==> config.mk <==
export PLATFORM = sky130hd
export DESIGN_NAME = modeset_seq
export DESIGN_NICKNAME = d
export VERILOG_FILES = /design/src/rtl/modeset_pkg.sv /design/src/rtl/ms_step_timer.sv /design/src/rtl/ms_strobe_gen.sv /design/src/rtl/ms_shadow_latch.sv /design/src/rtl/modeset_seq.sv
export SDC_FILE = /design/constraint.sdc
export NUM_CORES = 1
export LEC_CHECK = 0
export ABC_AREA = 0
export BUFFER_PORTS_ARGS = -buffer_cell sky130_fd_sc_hd__buf_2
export CAP_MARGIN = 25
export CORE_ASPECT_RATIO = 1.4
export CORE_MARGIN = 4
export CORE_UTILIZATION = 35
export DETAILED_ROUTE_END_ITERATION = 12
export GPL_ROUTABILITY_DRIVEN = 0
export PLACE_DENSITY = 0.64
export SYNTH_ARGS = -nofsm -noshare
export SYNTH_HDL_FRONTEND = slang
export SYNTH_SLANG_ARGS = --single-unit
export TNS_END_PERCENT = 20
==> constraint.sdc <==
create_clock -name clk_i -period 4.5 [get_ports clk_i]
set_input_delay 0.9 -clock clk_i [delete_from_list [all_inputs] [get_ports clk_i]]
set_output_delay 0.9 -clock clk_i [all_outputs]
set_load 0.005 [all_outputs]
==> src/rtl/modeset_pkg.sv <==
package modeset_pkg;

  typedef enum logic [3:0] {
    ST_IDLE, ST_DCONN, ST_DPLANE, ST_DPIPE, ST_DPLL,
    ST_EPLL, ST_LOCK, ST_EPIPE, ST_EPLANE, ST_ECONN, ST_ABORT
  } seq_state_e;

  typedef struct packed {
    logic conn_en;
    logic conn_dis;
    logic plane_en;
    logic plane_dis;
    logic pipe_en;
    logic pipe_dis;
    logic pll_en;
    logic pll_dis;
    logic ld_timing;
    logic ld_fb;
  } strobe_t;

  // strobes issued on entry to a step
  function automatic strobe_t step_strobes(seq_state_e s);
    strobe_t r;
    r = '0;
    case (s)
      ST_DCONN:  r.conn_dis  = 1'b1;
      ST_DPLANE: r.plane_dis = 1'b1;
      ST_DPIPE:  r.pipe_dis  = 1'b1;
      ST_DPLL:   r.pll_dis   = 1'b1;
      ST_EPLL:   r.pll_en    = 1'b1;
      ST_EPIPE:  begin r.pipe_en = 1'b1; r.ld_timing = 1'b1; end
      ST_EPLANE: begin r.plane_en = 1'b1; r.ld_fb = 1'b1; end
      ST_ECONN:  r.conn_en   = 1'b1;
      ST_ABORT:  begin
        r.conn_dis = 1'b1; r.plane_dis = 1'b1;
        r.pipe_dis = 1'b1; r.pll_dis   = 1'b1;
      end
      default:   r = '0;
    endcase
    return r;
  endfunction

endpackage

==> src/rtl/ms_step_timer.sv <==
module ms_step_timer #(
  parameter int CNT_W = 16
) (
  input  logic             clk_i,
  input  logic             rst_ni,
  input  logic             restart_i,
  input  logic [CNT_W-1:0] limit_i,
  output logic             expired_o
);

  logic [CNT_W-1:0] cnt_q;

  always_ff @(posedge clk_i or negedge rst_ni) begin
    if (!rst_ni)               cnt_q <= '0;
    else if (restart_i)        cnt_q <= '0;
    else if (cnt_q != '1)      cnt_q <= cnt_q + 1'b1;
  end

  // limit 0 behaves as 1
  assign expired_o = ({1'b0, cnt_q} + 1'b1) >= {1'b0, limit_i};

endmodule

==> src/rtl/ms_strobe_gen.sv <==
module ms_strobe_gen
  import modeset_pkg::*;
#(
  parameter int NUM_PIPES  = 2,
  parameter int NUM_PLANES = 3,
  parameter int NUM_CONN   = 4,
  parameter int PIPE_W     = 1
) (
  input  strobe_t                         stb_i,
  input  logic [PIPE_W-1:0]               pipe_i,
  input  logic [NUM_PLANES-2:0]           sec_mask_i,
  input  logic [NUM_CONN-1:0]             conn_mask_i,
  output logic [NUM_CONN-1:0]             conn_en_o,
  output logic [NUM_CONN-1:0]             conn_dis_o,
  output logic [NUM_PIPES*NUM_PLANES-1:0] plane_en_o,
  output logic [NUM_PIPES*NUM_PLANES-1:0] plane_dis_o,
  output logic [NUM_PIPES-1:0]            pipe_en_o,
  output logic [NUM_PIPES-1:0]            pipe_dis_o,
  output logic [NUM_PIPES-1:0]            pll_en_o,
  output logic [NUM_PIPES-1:0]            pll_dis_o
);

  assign conn_en_o  = stb_i.conn_en  ? conn_mask_i : '0;
  assign conn_dis_o = stb_i.conn_dis ? conn_mask_i : '0;

  for (genvar p = 0; p < NUM_PIPES; p++) begin : g_pipe
    logic sel;
    assign sel           = (pipe_i == PIPE_W'(p));
    assign pipe_en_o[p]  = sel & stb_i.pipe_en;
    assign pipe_dis_o[p] = sel & stb_i.pipe_dis;
    assign pll_en_o[p]   = sel & stb_i.pll_en;
    assign pll_dis_o[p]  = sel & stb_i.pll_dis;
    for (genvar k = 0; k < NUM_PLANES; k++) begin : g_plane
      assign plane_dis_o[p*NUM_PLANES+k] = sel & stb_i.plane_dis;
      if (k == 0) begin : g_prim
        assign plane_en_o[p*NUM_PLANES+k] = sel & stb_i.plane_en;
      end else begin : g_sec
        assign plane_en_o[p*NUM_PLANES+k] = sel & stb_i.plane_en & sec_mask_i[k-1];
      end
    end
  end

endmodule

==> src/rtl/ms_shadow_latch.sv <==
module ms_shadow_latch #(
  parameter int NUM_PIPES = 2,
  parameter int TIMING_W  = 32,
  parameter int ADDR_W    = 32,
  parameter int STRIDE_W  = 16,
  parameter int PIPE_W    = 1
) (
  input  logic                          clk_i,
  input  logic                          rst_ni,
  input  logic                          ld_timing_i,
  input  logic                          ld_fb_i,
  input  logic [PIPE_W-1:0]             pipe_i,
  input  logic [TIMING_W-1:0]           timing_i,
  input  logic [ADDR_W-1:0]             base_i,
  input  logic [STRIDE_W-1:0]           stride_i,
  output logic [NUM_PIPES*TIMING_W-1:0] timing_o,
  output logic [NUM_PIPES*ADDR_W-1:0]   base_o,
  output logic [NUM_PIPES*STRIDE_W-1:0] stride_o
);

  for (genvar p = 0; p < NUM_PIPES; p++) begin : g_pipe
    logic [TIMING_W-1:0] tim_q;
    logic [ADDR_W-1:0]   base_q;
    logic [STRIDE_W-1:0] str_q;
    logic                hit;
    assign hit = (pipe_i == PIPE_W'(p));

    always_ff @(posedge clk_i or negedge rst_ni) begin
      if (!rst_ni) begin
        tim_q  <= '0;
        base_q <= '0;
        str_q  <= '0;
      end else begin
        if (ld_timing_i && hit) tim_q <= timing_i;
        if (ld_fb_i && hit) begin
          base_q <= base_i;
          str_q  <= stride_i;
        end
      end
    end

    assign timing_o[p*TIMING_W +: TIMING_W] = tim_q;
    assign base_o[p*ADDR_W +: ADDR_W]       = base_q;
    assign stride_o[p*STRIDE_W +: STRIDE_W] = str_q;
  end

endmodule

==> src/rtl/modeset_seq.sv <==
module modeset_seq
  import modeset_pkg::*;
#(
  parameter int NUM_PIPES    = 2,
  parameter int NUM_PLANES   = 3,
  parameter int NUM_CONN     = 4,
  parameter int TIMING_W     = 32,
  parameter int ADDR_W       = 32,
  parameter int STRIDE_W     = 16,
  parameter int LOCK_W       = 16,
  parameter int STEP_TIMEOUT = 16,
  localparam int PIPE_W      = (NUM_PIPES > 1) ? $clog2(NUM_PIPES) : 1,
  localparam int NPL         = NUM_PIPES * NUM_PLANES
) (
  input  logic                          clk_i,
  input  logic                          rst_ni,
  input  logic                          start_i,
  input  logic [PIPE_W-1:0]             pipe_sel_i,
  input  logic [NUM_PLANES-2:0]         sec_mask_i,
  input  logic [NUM_CONN-1:0]           conn_mask_i,
  input  logic [LOCK_W-1:0]             lock_limit_i,
  input  logic [TIMING_W-1:0]           timing_sh_i,
  input  logic [ADDR_W-1:0]             base_sh_i,
  input  logic [STRIDE_W-1:0]           stride_sh_i,
  input  logic                          conn_ack_i,
  input  logic                          plane_ack_i,
  input  logic                          pipe_ack_i,
  input  logic                          pll_ack_i,
  input  logic [NUM_PIPES-1:0]          pll_lock_i,
  output logic [NUM_CONN-1:0]           conn_en_o,
  output logic [NUM_CONN-1:0]           conn_dis_o,
  output logic [NPL-1:0]                plane_en_o,
  output logic [NPL-1:0]                plane_dis_o,
  output logic [NUM_PIPES-1:0]          pipe_en_o,
  output logic [NUM_PIPES-1:0]          pipe_dis_o,
  output logic [NUM_PIPES-1:0]          pll_en_o,
  output logic [NUM_PIPES-1:0]          pll_dis_o,
  output logic [NUM_PIPES*TIMING_W-1:0] timing_o,
  output logic [NUM_PIPES*ADDR_W-1:0]   base_o,
  output logic [NUM_PIPES*STRIDE_W-1:0] stride_o,
  output logic                          busy_o,
  output logic                          done_o,
  output logic                          error_o
);

  localparam int STEP_W = $clog2(STEP_TIMEOUT + 1);
  localparam int CNT_W  = (LOCK_W > STEP_W) ? LOCK_W : STEP_W;

  seq_state_e              state_q, state_d;
  strobe_t                 stb_q, stb_d;
  logic [PIPE_W-1:0]       pipe_q;
  logic [NUM_PLANES-2:0]   sec_q;
  logic [NUM_CONN-1:0]     conn_q;
  logic [LOCK_W-1:0]       lock_lim_q;
  logic                    done_q, err_q;
  logic                    step_ack, expired, restart, accept;
  logic [CNT_W-1:0]        lim;

  assign accept  = (state_q == ST_IDLE) && start_i;
  assign lim     = (state_q == ST_LOCK) ? CNT_W'(lock_lim_q) : CNT_W'(STEP_TIMEOUT);
  assign restart = (state_d != state_q);

  always_comb begin
    case (state_q)
      ST_DCONN, ST_ECONN:   step_ack = conn_ack_i;
      ST_DPLANE, ST_EPLANE: step_ack = plane_ack_i;
      ST_DPIPE, ST_EPIPE:   step_ack = pipe_ack_i;
      ST_DPLL, ST_EPLL:     step_ack = pll_ack_i;
      ST_LOCK:              step_ack = pll_lock_i[pipe_q];
      default:              step_ack = 1'b0;
    endcase
  end

  always_comb begin
    state_d = state_q;
    case (state_q)
      ST_IDLE:  if (start_i) state_d = ST_DCONN;
      ST_ABORT: state_d = ST_IDLE;
      default: begin
        if (step_ack) begin
          state_d = (state_q == ST_ECONN) ? ST_IDLE : seq_state_e'(state_q + 4'd1);
        end else if (expired) begin
          state_d = ST_ABORT;
        end
      end
    endcase
  end

  assign stb_d = restart ? step_strobes(state_d) : '0;

  always_ff @(posedge clk_i or negedge rst_ni) begin
    if (!rst_ni) begin
      state_q    <= ST_IDLE;
      stb_q      <= '0;
      pipe_q     <= '0;
      sec_q      <= '0;
      conn_q     <= '0;
      lock_lim_q <= '0;
      done_q     <= 1'b0;
      err_q      <= 1'b0;
    end else begin
      state_q <= state_d;
      stb_q   <= stb_d;
      if (accept) begin
        pipe_q     <= pipe_sel_i;
        sec_q      <= sec_mask_i;
        conn_q     <= conn_mask_i;
        lock_lim_q <= lock_limit_i;
        done_q     <= 1'b0;
        err_q      <= 1'b0;
      end
      if (state_q == ST_ECONN && state_d == ST_IDLE) done_q <= 1'b1;
      if (state_d == ST_ABORT && state_q != ST_ABORT) err_q <= 1'b1;
    end
  end

  ms_step_timer #(.CNT_W(CNT_W)) u_timer (
    .clk_i     (clk_i),
    .rst_ni    (rst_ni),
    .restart_i (restart),
    .limit_i   (lim),
    .expired_o (expired)
  );

  ms_strobe_gen #(
    .NUM_PIPES(NUM_PIPES), .NUM_PLANES(NUM_PLANES),
    .NUM_CONN(NUM_CONN), .PIPE_W(PIPE_W)
  ) u_stb (
    .stb_i       (stb_q),
    .pipe_i      (pipe_q),
    .sec_mask_i  (sec_q),
    .conn_mask_i (conn_q),
    .conn_en_o   (conn_en_o),
    .conn_dis_o  (conn_dis_o),
    .plane_en_o  (plane_en_o),
    .plane_dis_o (plane_dis_o),
    .pipe_en_o   (pipe_en_o),
    .pipe_dis_o  (pipe_dis_o),
    .pll_en_o    (pll_en_o),
    .pll_dis_o   (pll_dis_o)
  );

  ms_shadow_latch #(
    .NUM_PIPES(NUM_PIPES), .TIMING_W(TIMING_W), .ADDR_W(ADDR_W),
    .STRIDE_W(STRIDE_W), .PIPE_W(PIPE_W)
  ) u_shadow (
    .clk_i       (clk_i),
    .rst_ni      (rst_ni),
    .ld_timing_i (stb_d.ld_timing),
    .ld_fb_i     (stb_d.ld_fb),
    .pipe_i      (pipe_q),
    .timing_i    (timing_sh_i),
    .base_i      (base_sh_i),
    .stride_i    (stride_sh_i),
    .timing_o    (timing_o),
    .base_o      (base_o),
    .stride_o    (stride_o)
  );

  assign busy_o  = (state_q != ST_IDLE);
  assign done_o  = done_q;
  assign error_o = err_q;

  // pipe only comes up behind a seen lock
  assert_pipe_after_lock_R4: assert property (@(posedge clk_i) disable iff (!rst_ni)
    (|pipe_en_o) |-> $past(pll_lock_i[pipe_q]));

  assert_no_mixed_strobes_R3: assert property (@(posedge clk_i) disable iff (!rst_ni)
    !((|{conn_en_o, plane_en_o, pipe_en_o, pll_en_o}) &&
      (|{conn_dis_o, plane_dis_o, pipe_dis_o, pll_dis_o})));

  assert_conn_pulse_R3: assert property (@(posedge clk_i) disable iff (!rst_ni)
    (|conn_en_o) |=> !(|conn_en_o));

  assert_plane_pulse_R3: assert property (@(posedge clk_i) disable iff (!rst_ni)
    (|plane_en_o) |=> !(|plane_en_o));

  assert_busy_rise_R10: assert property (@(posedge clk_i) disable iff (!rst_ni)
    $rose(busy_o) |-> $past(start_i));

  assert_status_excl_R10: assert property (@(posedge clk_i) disable iff (!rst_ni)
    !(done_o && error_o));

  assert_abort_disables_R7: assert property (@(posedge clk_i) disable iff (!rst_ni)
    $rose(error_o) |-> ((|pll_dis_o) && (|pipe_dis_o) && !(|pipe_en_o)));

  assert_timing_hold_R9: assert property (@(posedge clk_i) disable iff (!rst_ni)
    !(|pipe_en_o) |-> $stable(timing_o));

  assert_fb_hold_R9: assert property (@(posedge clk_i) disable iff (!rst_ni)
    !(|plane_en_o) |-> ($stable(base_o) && $stable(stride_o)));

endmodule

==> impl_results.md, run 1 <==
- Status: finished, final reports clean
- Mapped Avg Cell Area: 13.8 sq um
- Routed Antenna Nets: 0
- Slew headroom: ~43%
- Final setup TNS: 0 ns
- Crit. End Element: register
- Highest clock rate: approximately 0.25 GHz
- Setup crit start kind: register
- CTS sink cnt: about 210
- Crit path arrival time: approximately 4.5 ns
- Nets: ~1100
- Vias per inst: 4.83
- Seq cells post-synth: 213
- Die height: roughly 200 um
- DR pass1 iterations: 4
- Die footprint: between 0.02 and 0.03 sq mm
- Placed instance count: ~1300
- Synth Instances: between 600 and 700
- Final WL: around 24 mm
- Die width: around 140 um
- Worst hold slack: 0.459 ns
- Clk buf depth: 3
- ANT cells: 0
- Crit path time final: between 4 and 5 ns
- Initial DRC count: around 180
- CTS Buf Count: 23
- Async S/R FF share, synth: 100%
- Hold-fix buffers, CTS: 0
- Crit path kind: register to register
- Largest net degree at the start of global routing: around 100
- First-pass GRT wire length: about 35 mm
- Drt drc: 0
- Worst hold path class: primary input to async pin
- Synth cell types: about 50
- Gr usage total: ~15%
- CTS tree: built
- Core area: 0.0256 sq mm
- Initial antenna violation count: 1
- Grt total ovfl: 0
- Worst path required time: a little under 5 ns
- Dominant synthesized flop cell: dfrtp_1
- Most frequent cell after synthesis: dfrtp_1
- Reg clk slew, reported paths: roughly 0.06 ns
- Layout Skew: roughly 0.0067 ns
- # Max-Cap Violations: 0
- Share of cells above drive strength 1: between 50% and 60%
- Layout Cells excl Fill: between 1000 and 1500
- Worst Path Max Fanout: 12
- RSZ-0062 raised after global routing: no
- Number of global-route vias before repair: 6769
- Root Buffer: clkbuf_16
- Final Max Slew Viols: 0
- Drt wl/cell: roughly 18 um
- Setup violators final: 0
- Synth area leader: dfrtp_1
- H-tree Lvls: 1
- Worst VDD drop: just over 0.0004 V
- Cells taking the most area after synthesis: dfrtp_1 (58%), mux2_2 (20%), mux2_4 (3.3%)
- P per Cell Area: roughly 680 mW/mm^2
- Commonest cells in the synthesized netlist: dfrtp_1 (213), mux2_2 (163), nand2_1 (30)
- Seq/Total Area, Yosys: about three fifths
- Final worst setup slack: 0.423 ns
- Leakage power total: 6.37 nW
- Skew-Pair Late Insertion Delay: roughly 0.5 ns
- Post-synth EDFFs: 0
- Std-Cell Rows: just under 70
- DPL Wire Length: about 17 mm
- Area Growth Syn to Fin: 30.6%
- IO Count: just over 300
- Pre-CTS setup slack: 0.144 ns
- Synth top area share: about three fifths
- Initial Utilization: 35.7%
- Final core occ: 46.6%
- Hold Fails Final Rpt: 0
- Net count after synthesis: ~790
- Worst-margin pin slew: roughly 0.86 ns
- Tcrit/Tclk final: between 90% and 100%
- Port bufs: roughly 300
- DR vias: 6343
- Fillers: about 2300
- Post-Syn Area: 0.00913 sq mm
- Yosys warning total: 0
==> path summary, 6_finish.rpt <==
check	from	end	slack [ns]	depth (start not counted)
min in group clk_i	u_shadow.g_pipe[0].tim_q[27]	u_shadow.g_pipe[0].tim_q[27]	0.50	1
setup / recovery	u_timer.cnt_q[2]	u_shadow.g_pipe[0].base_q[20]	0.42	16
hold / removal	rst_ni	u_shadow.g_pipe[0].str_q[13]	0.46	1
setup reg to reg	u_timer.cnt_q[2]	u_shadow.g_pipe[0].base_q[20]	0.42	16
max in group asynchronous	rst_ni	u_shadow.g_pipe[0].tim_q[8]	3.12	2
hold reg to reg	u_shadow.g_pipe[0].tim_q[27]	u_shadow.g_pipe[0].tim_q[27]	0.50	1
==> power by group <==
| group | internal (W) | switching (W) |
|---|---|---|
| combinational | 0.00159 | 0.00139 |
| clock | 0.00121 | 0.000772 |
| sequential | 0.00272 | 0.000423 |
| total | 0.00552 | 0.00258 |
==> metrics by stage <==
step | instance area (sq um) | power (W)
2_1_floorplan | 9130 | 0.00480
3_3_place_gp | 11000 | 0.00599
3_5_place_dp | 11000 | 0.00606
4_1_cts | 11800 | 0.00811
5_1_grt | 11900 | 0.00866
6_report | 11900 | 0.00811
==> repair_timing <==
action	CTS	global route
setup buffers	0	3
setup endpoints to repair	0	48
endpoints found under the hold margin	0	0
resized for setup	0	5
==> cell type report <==
cell class | count | area [sq um] | share of cell area (%)
timing repair buffer | 322 | 1710 | 14.3
sequential | 213 | 5330 | 44.7
multi-input combinational | 400 | 3610 | 30.3
inverter | 18 | 67.6 | 0.567
clock inverter | 11 | 144 | 1.21
tap | 319 | 399 | 3.35
clock buffer | 30 | 662 | 5.55
==> metal layers <==
layer / vias to the layer above / share of wire [%] / global-route usage (%)
met5: - / 0.055 / 0
met3: 43 / 7.4 / 4.64
met1: 3140 / 37 / 17.3
met4: 2 / 2.4 / 4.29
li1: 2963 / - / -
met2: 195 / 53 / 28.0
==> cells in the final DEF (no fill, tap or decap), types with 3 or more instances in the layout <==
master / count
a21o_1: 4
a21oi_1: 23
and2_1: 18
and3_1: 9
buf_12: 3
buf_2: 301
buf_4: 17
bufinv_16: 3
clkbuf_16: 23
clkbuf_8: 7
clkinv_2: 4
dfrtp_1: 213
ha_1: 17
inv_1: 18
inv_6: 3
mux2_2: 163
mux2_4: 20
mux2i_1: 3
nand2_1: 30
nand2b_1: 3
nand3_1: 10
nand4_1: 7
nor2_1: 18
nor2b_1: 8
nor3_1: 8
o21ai_0: 4
or3_4: 5
xnor2_1: 8
xor2_1: 9
==> flip-flops by register name, summed over array words and instances (netlist names) <==
name                    cells
conn_q                      4
stb_q                       8
u_shadow.g_pipe.base_q     64
u_shadow.g_pipe.str_q      32
u_shadow.g_pipe.tim_q      64
lock_lim_q                 16
state_q                     4
sec_q                       2
done_o                      1
error_o                     1
pipe_q                      1
u_timer.cnt_q              16
==> worst max-delay path, stage by stage (launching register included) <==
cell and delay (ns):
dfrtp_1 0.41, nand3_1 0.11, nor2_1 0.17, nand4_1 0.24, nor3_1 0.30, xnor2_1 0.17, inv_1 0.06, ha_1 0.29
nand3_1 0.11, nor3_1 0.25, a21boi_0 0.20, buf_4 0.15, nor2_1 0.07, a31oi_4 0.33, nand3_4 0.20, or3_4 0.55
mux2_2 0.32
==> kinds of logic after synthesis <==
logic type      after synthesis  synth area share, %
flops                       213                 58.4
xor+xnor                     17                 1.63
mux                         186                 23.7
simple gates                131                 7.81
compound gates               45                 3.30
fa+ha+maj                    17                 2.33
buf+inv                      53                 2.80
Power figures use the tool's default switching activity.
==> run 2: changes to the inputs <==
Settings changed: ABC_AREA 0 to 1, PLACE_DENSITY 0.64 to 0.61.
Clock period 4.5 ns to 5 ns, I/O delays scaled along.
==> impl_results.md, run 2 <==
- Status: finished, final reports clean
- Drt drc: 0
- Yosys warning total: 0
- Final Max Slew Viols: 0
- Routed Antenna Nets: 0
- Gr usage total: 17.0%
- Synth Area in Compound Gates: between 1 and 1.5%
- Crit path kind: register to register
- DPL Wire Length: 19.0 mm
- Initial antenna violation count: 1
- Die width: 148 um
- Critical Path Max Stage Delay: ~0.4 ns
- Worst hold path class: register to register
- Hold Path Origin: u_shadow.g_pipe[0].base_q[2]
- IO Count: approximately 300
- Largest net degree at the start of global routing: 104
- Synth cell types: 33
- Final WL: 26.8 mm
- Std-Cell Rows: roughly 70
- Slowest CP cell: dfrtp_1
- Main combinational cell family by area after synthesis: simple AND/OR/NAND/NOR gates
- CP bufs+invs: 2
- Layout Skew: just over 0.008 ns
- Async S/R FF share, synth: 100%
- Highest clock rate: around 0.24 GHz
- Synth Instances: 1008
- Area Growth Syn to Fin: 26.1%
- Clk buf depth: 3
- Reg clk slew, reported paths: about 0.060 ns
- Worst Path Max Fanout: 37
- Hold-fix buffers, CTS: 0
- Mapped Avg Cell Area: around 9.5 sq um
- Synth top area share: 55.6%
- H-tree Lvls: 1
- Biggest regs: u_shadow.g_pipe.base_q (64), u_shadow.g_pipe.tim_q (64), u_shadow.g_pipe.str_q (32)
- CP Cell Sequence: ha_1 -> nand2_1 -> nor2_4 -> nand3_1 -> or3_1 -> nor3_1 -> xor2_1 -> ha_1 -> nand2_1 -> nand2_1 -> nand2_1 -> nand2_1 -> nor2_1 -> nand2_2 -> nor2_4 -> nand3_2 -> nand2_2 -> inv_2 -> nor2_4 -> and2_4 -> nand3_2 -> buf_12 -> nand2_1 -> nand2_1
- Worst Setup SP: u_timer.cnt_q[0]
- Post-synth EDFFs: 0
- P per Cell Area: between 600 and 700 mW/mm^2
- CTS Buf Count: 22
- Post-CTS Setup Inserts: 0
- Final setup TNS: 0 ns
- Crit path time final: 4.20 ns
- Grt total ovfl: 0
- DR pass1 iterations: 4
- Post-Syn Area: 0.00959 sq mm
- CTS-repair resized insts: 0
- First-pass GRT wire length: 42.3 mm
- Seq cells post-synth: about 210
- Worst path required time: roughly 5.4 ns
- Setup crit start kind: register
- Setup violators final: 0
- Die height: approximately 200 um
- Post-Synth Simple-Gate Area: about a quarter
- Synth area leader: dfrtp_1
- Worst VDD drop: 0.000364 V
- Most frequent cell after synthesis: nand2_1
- Mux share of post-synthesis cell area: around 7.5%
- Top cell by count, worst path: nand2_1
- Share of cells above drive strength 1: about a third
- CTS sink cnt: roughly 210
- Commonest cells in the synthesized netlist: nand2_1 (350), dfrtp_1 (213), nand4_1 (99)
- Most common cell after layout, fill and taps aside: nand2_1
- Seq/Total Area, Yosys: between 50% and 60%
- # Max-Cap Violations: 0
- CP Depth: 24
- Leakage power total: 6.81 nW
- Slew headroom: a little over two fifths
- Initial DRC count: ~350
- Worst-margin pin slew: roughly 0.86 ns
- Tcrit/Tclk final: between 80% and 90%
- Net count after synthesis: roughly 1100
- Initial Utilization: 35.6%
- Depth of the most critical reg-to-reg path: 24
- Commonest non-fill, non-tap cells in the layout: nand2_1 (350), buf_2 (301), dfrtp_1 (212)
- Core area: between 0.02 and 0.03 sq mm
- Port bufs: 302
- Delay-heaviest family, CP: simple AND/OR/NAND/NOR gates
- Drt wl/cell: approximately 16 um
- Crit. End Element: register
- Cells taking the most area after synthesis: dfrtp_1 (56%), nand2_1 (14%), mux2_2 (7.5%)
- ANT cells: 0
- WHS Path Cells: 2
- Root Buffer: clkbuf_16
- Skew-Pair Late Insertion Delay: roughly 0.5 ns
- R2R Path Start: u_timer.cnt_q[0]
- Post-synthesis adder-cell area fraction: under 10%
- Die footprint: approximately 0.030 sq mm
- XOR/XNOR Fraction of Synth Area: about 1.4%
- Vias per inst: between 4 and 5
- DR vias: 8042
- Number of global-route vias before repair: roughly 8000
- CTS tree: built
- Crit path arrival time: around 4.6 ns
- Worst hold slack: approximately 0.46 ns
- RSZ-0062 raised after global routing: no
- Hold Fails Final Rpt: 0
- Nets: between 1000 and 1500
- Dominant synthesized flop cell: dfrtp_1
==> run 2: metrics by stage <==
stage	power [W]	area, sq um	utilization [%]	setup WS (ns)	instances
2_1_floorplan	0.00456	9590	-	1.49	1008
6_report	0.00726	12100	44.9	0.797	1664
4_1_cts	0.00736	12100	44.9	0.802	1664
3_5_place_dp	0.00567	11400	42.2	0.824	1626
3_3_place_gp	0.00563	11400	42.2	0.923	1626
5_1_grt	0.00781	12100	44.9	0.315	1664
==> run 2: worst register-to-register path, cell delays in order, from the launching register on <==
cell and delay, ns:
dfrtp_1 0.41, ha_1 0.21, nand2_1 0.09, nor2_4 0.13, nand3_1 0.12, or3_1 0.36, nor3_1 0.19, xor2_1 0.22
ha_1 0.29, nand2_1 0.07, nand2_1 0.05, nand2_1 0.05, nand2_1 0.05, nor2_1 0.12, nand2_2 0.07, nor2_4 0.16
nand3_2 0.10, nand2_2 0.11, inv_2 0.07, nor2_4 0.12, and2_4 0.36, nand3_2 0.30, buf_12 0.29, nand2_1 0.11
nand2_1 0.05
==> run 2: kinds of logic after synthesis <==
| group | count (synthesis) |
|---|---|
| AOI/OAI and AO/OA | 23 |
| xor gates and xnor gates | 15 |
| adders and majority gates | 17 |
| buffers and inverters | 113 |
| DFF | 213 |
| muxes | 64 |
| and+or+nand+nor | 563 |
==> run 2: path summary, 6_finish.rpt <==
check,slack [ns],endpoint
worst max-delay path,0.80,u_shadow.g_pipe[1].base_q[11]
worst min-delay path,0.46,u_shadow.g_pipe[0].base_q[2]
worst max register to register,0.80,u_shadow.g_pipe[1].base_q[11]
worst min register to register,0.46,u_shadow.g_pipe[0].base_q[2]
max in group asynchronous,3.41,u_shadow.g_pipe[1].tim_q[3]
min in group asynchronous,0.59,lock_lim_q[2]
==> run 2: cell type report <==
cell class	instances	area, sq um
fill	2622	14800
tap	365	457
clock inverter	5	52.6
multi-input combinational	682	3730
inverter	52	195
sequential	213	5330
clock buffer	33	673
timing repair buffer	314	1650
==> run 2: power breakdown <==
group	switching (W)	internal (W)
Sequential	0.000374	0.00238
Combinational	0.00179	0.00106
Clock	0.000673	0.000978
==> run 2: routing by layer <==
metal,wire length (um),track usage [%],vias up
met5,13,0,-
met4,918,6.11,2
met3,1720,2.86,57
met2,13200,29.1,298
met1,10900,21.9,3824
li1,-,-,3861
==> run 3: changes to the inputs <==
Clock period 5 ns to 4.4 ns, I/O delays scaled along.
==> impl_results.md, run 3 (synthesized netlist as in run 2, its figures left out) <==
- DR pass1 iterations: 4
- Area of the multi-input gates: about 0.0037 sq mm
- R2R Path Start: u_timer.cnt_q[0]
- First-pass GRT wire length: 42.3 mm
- Top cell by count, worst path: nand2_1
- P per Cell Area: a little under 700 mW/mm^2
- Die width: around 150 um
- Crit path kind: register to register
- Post-CTS Setup Inserts: 0
- Reg clk slew, reported paths: around 0.060 ns
- Layout Skew: 0.0120 ns
- IO Count: roughly 300
- Tcrit/Tclk final: about nine tenths
- Final core occ: ~45%
- # Max-Cap Violations: 0
- Worst Path Max Fanout: around 110
- Delay-heaviest family, CP: simple AND/OR/NAND/NOR gates
- Flop-to-flop setup slack: about 0.37 ns
- Grt total ovfl: 0
- Hold Fails Final Rpt: 0
- Critical Path Max Stage Delay: approximately 0.4 ns
- Share of cells above drive strength 1: 34.5%
- Final worst setup slack: between 0.3 and 0.4 ns
- Clk buf depth: 3
- CTS sink cnt: about 210
- DR vias: approximately 8000
- Largest net degree at the start of global routing: around 120
- Setup violators final: 0
- Highest clock rate: roughly 0.25 GHz
- Depth of the most critical reg-to-reg path: 25
- Port bufs: between 300 and 400
- Register area: 0.00533 sq mm
- Vias per inst: 4.78
- Worst hold path class: primary input to async pin
- Nets: roughly 1400
- Worst path required time: 4.76 ns
- Die height: about 200 um
- DPL Wire Length: roughly 19 mm
- Fillers: ~2700
- CTS Buf Count: 23
- Core area: roughly 0.027 sq mm
- Leakage power total: between 6 and 7 nW
- Gr usage total: between 15 and 20%
- Worst VDD drop: 0.000662 V
- Routed Antenna Nets: 0
- Initial antenna violation count: 1
- Initial DRC count: between 400 and 500
- CTS tree: built
- Std-Cell Rows: 71
- Area Growth Syn to Fin: 26.2%
- Most common cell after layout, fill and taps aside: nand2_1
- Die footprint: between 0.03 and 0.04 sq mm
- H-tree Lvls: 1
- Status: finished, final reports clean
- Pre-CTS setup slack: between 0.2 and 0.3 ns
- Root Buffer: clkbuf_16
- Hold-fix buffers, CTS: 0
- Number of global-route vias before repair: 7953
- Crit path arrival time: 4.39 ns
- Crit. End Element: register
- Commonest non-fill, non-tap cells in the layout: nand2_1 (350), buf_2 (301), dfrtp_1 (212)
- Drt wl/cell: between 15 and 20 um
- Setup crit start kind: register
- Final WL: ~27 mm
- Initial Utilization: 35.6%
- Reg2reg end: u_timer.cnt_q[12]
- CP bufs+invs: 2
- Final Max Slew Viols: 0
- Crit path time final: just over 4 ns
- Skew-Pair Late Insertion Delay: around 0.50 ns
- Drt drc: 0
- Slew headroom: 45.3%
- Worst-margin pin slew: approximately 0.8 ns
- Slowest CP cell: dfrtp_1
- Biggest regs: u_shadow.g_pipe.base_q (64), u_shadow.g_pipe.tim_q (64), u_shadow.g_pipe.str_q (32)
## run 3: changes by cell type in the layout (fill, tap and decap cells not counted), sizes merged
cell / change
clkinvlp: -1
clkinv: +1
clkbuf: +1
diode: +1
inv: +1
## run 3: report_power, final
part	internal, W	total, W	leakage (nW)	switching, W
Sequential	0.00270	0.00311	2.78	0.000410
Combinational	0.00124	0.00331	3.69	0.00208
Clock	0.00107	0.00183	0.349	0.000758
## run 3: per-stage QoR
stage | setup TNS (ns) | hold WS, ns | cells | cell area, sq um | power (W)
2_1_floorplan | 0 | 0.449 | 1008 | 9590 | 0.00518
3_3_place_gp | 0 | 0.449 | 1626 | 11400 | 0.00642
3_5_place_dp | 0 | 0.453 | 1626 | 11400 | 0.00648
4_1_cts | 0 | 0.468 | 1666 | 12100 | 0.00835
5_1_grt | -0.0116 | 0.480 | 1667 | 12100 | 0.00889
6_report | 0 | 0.450 | 1667 | 12100 | 0.00826
## run 3: worst reg2reg max path, stage by stage (launching register included)
cell and delay, ns:
dfrtp_1 0.41, ha_1 0.21, nand2_1 0.10, nor2_4 0.14
nand3_1 0.11, or3_1 0.36, nor3_1 0.18, xor2_1 0.23
ha_1 0.29, nand2_1 0.07, nand2_1 0.04, nand2_1 0.05
nand2_1 0.05, nor2_1 0.12, nand2_2 0.07, nor2_4 0.15
nand3_1 0.14, nand2_2 0.15, nand2_1 0.06, nand2_1 0.05
nor2_1 0.06, nand2_4 0.11, buf_16 0.32, inv_2 0.15
nand2_1 0.16, o21ai_0 0.11
## run 3: per-layer routing
metal  global-route usage, %  vias up  wire (um)
li1                        -     3865          -
met1                    22.1     3792      11300
met2                    29.6      255      13400
met3                    2.40       60       1390
met4                    5.91        0        839
met5                       0        -          0
## run 3: cell type report
cell class,instances,share of cell area (%)
Inverter,52,1.61
Antenna cell,1,0.0207
Clock inverter,6,0.486
Sequential cell,213,44.1
Clock buffer,34,5.35
Timing Repair Buffer,314,13.8
Multi-Input combinational cell,682,30.9
Tap cell,365,3.77
## run 3: worst max-delay path by stage
stage / startpoint / end / slack, ns / cells after the start
finish: u_timer.cnt_q[0] / u_timer.cnt_q[12] / 0.37 / 25
global route: u_timer.cnt_q[0] / u_timer.cnt_q[12] / -0.008 / 25
CTS: u_timer.cnt_q[0] / u_timer.cnt_q[12] / 0.27 / 25
detailed placement: u_timer.cnt_q[0] / u_timer.cnt_q[7] / 0.27 / 25
global placement: u_timer.cnt_q[0] / u_timer.cnt_q[7] / 0.33 / 25
floorplan: u_timer.cnt_q[0] / u_shadow.g_pipe[1].base_q[31] / 0.89 / 26
## run 3: timing repair
| item | 4_1_cts | 5_1_grt |
|---|---|---|
| endpoints found under the hold margin | 0 | 0 |
| endpoints found under the setup margin | 0 | 9 |
| gates resized for setup | 0 | 3 |
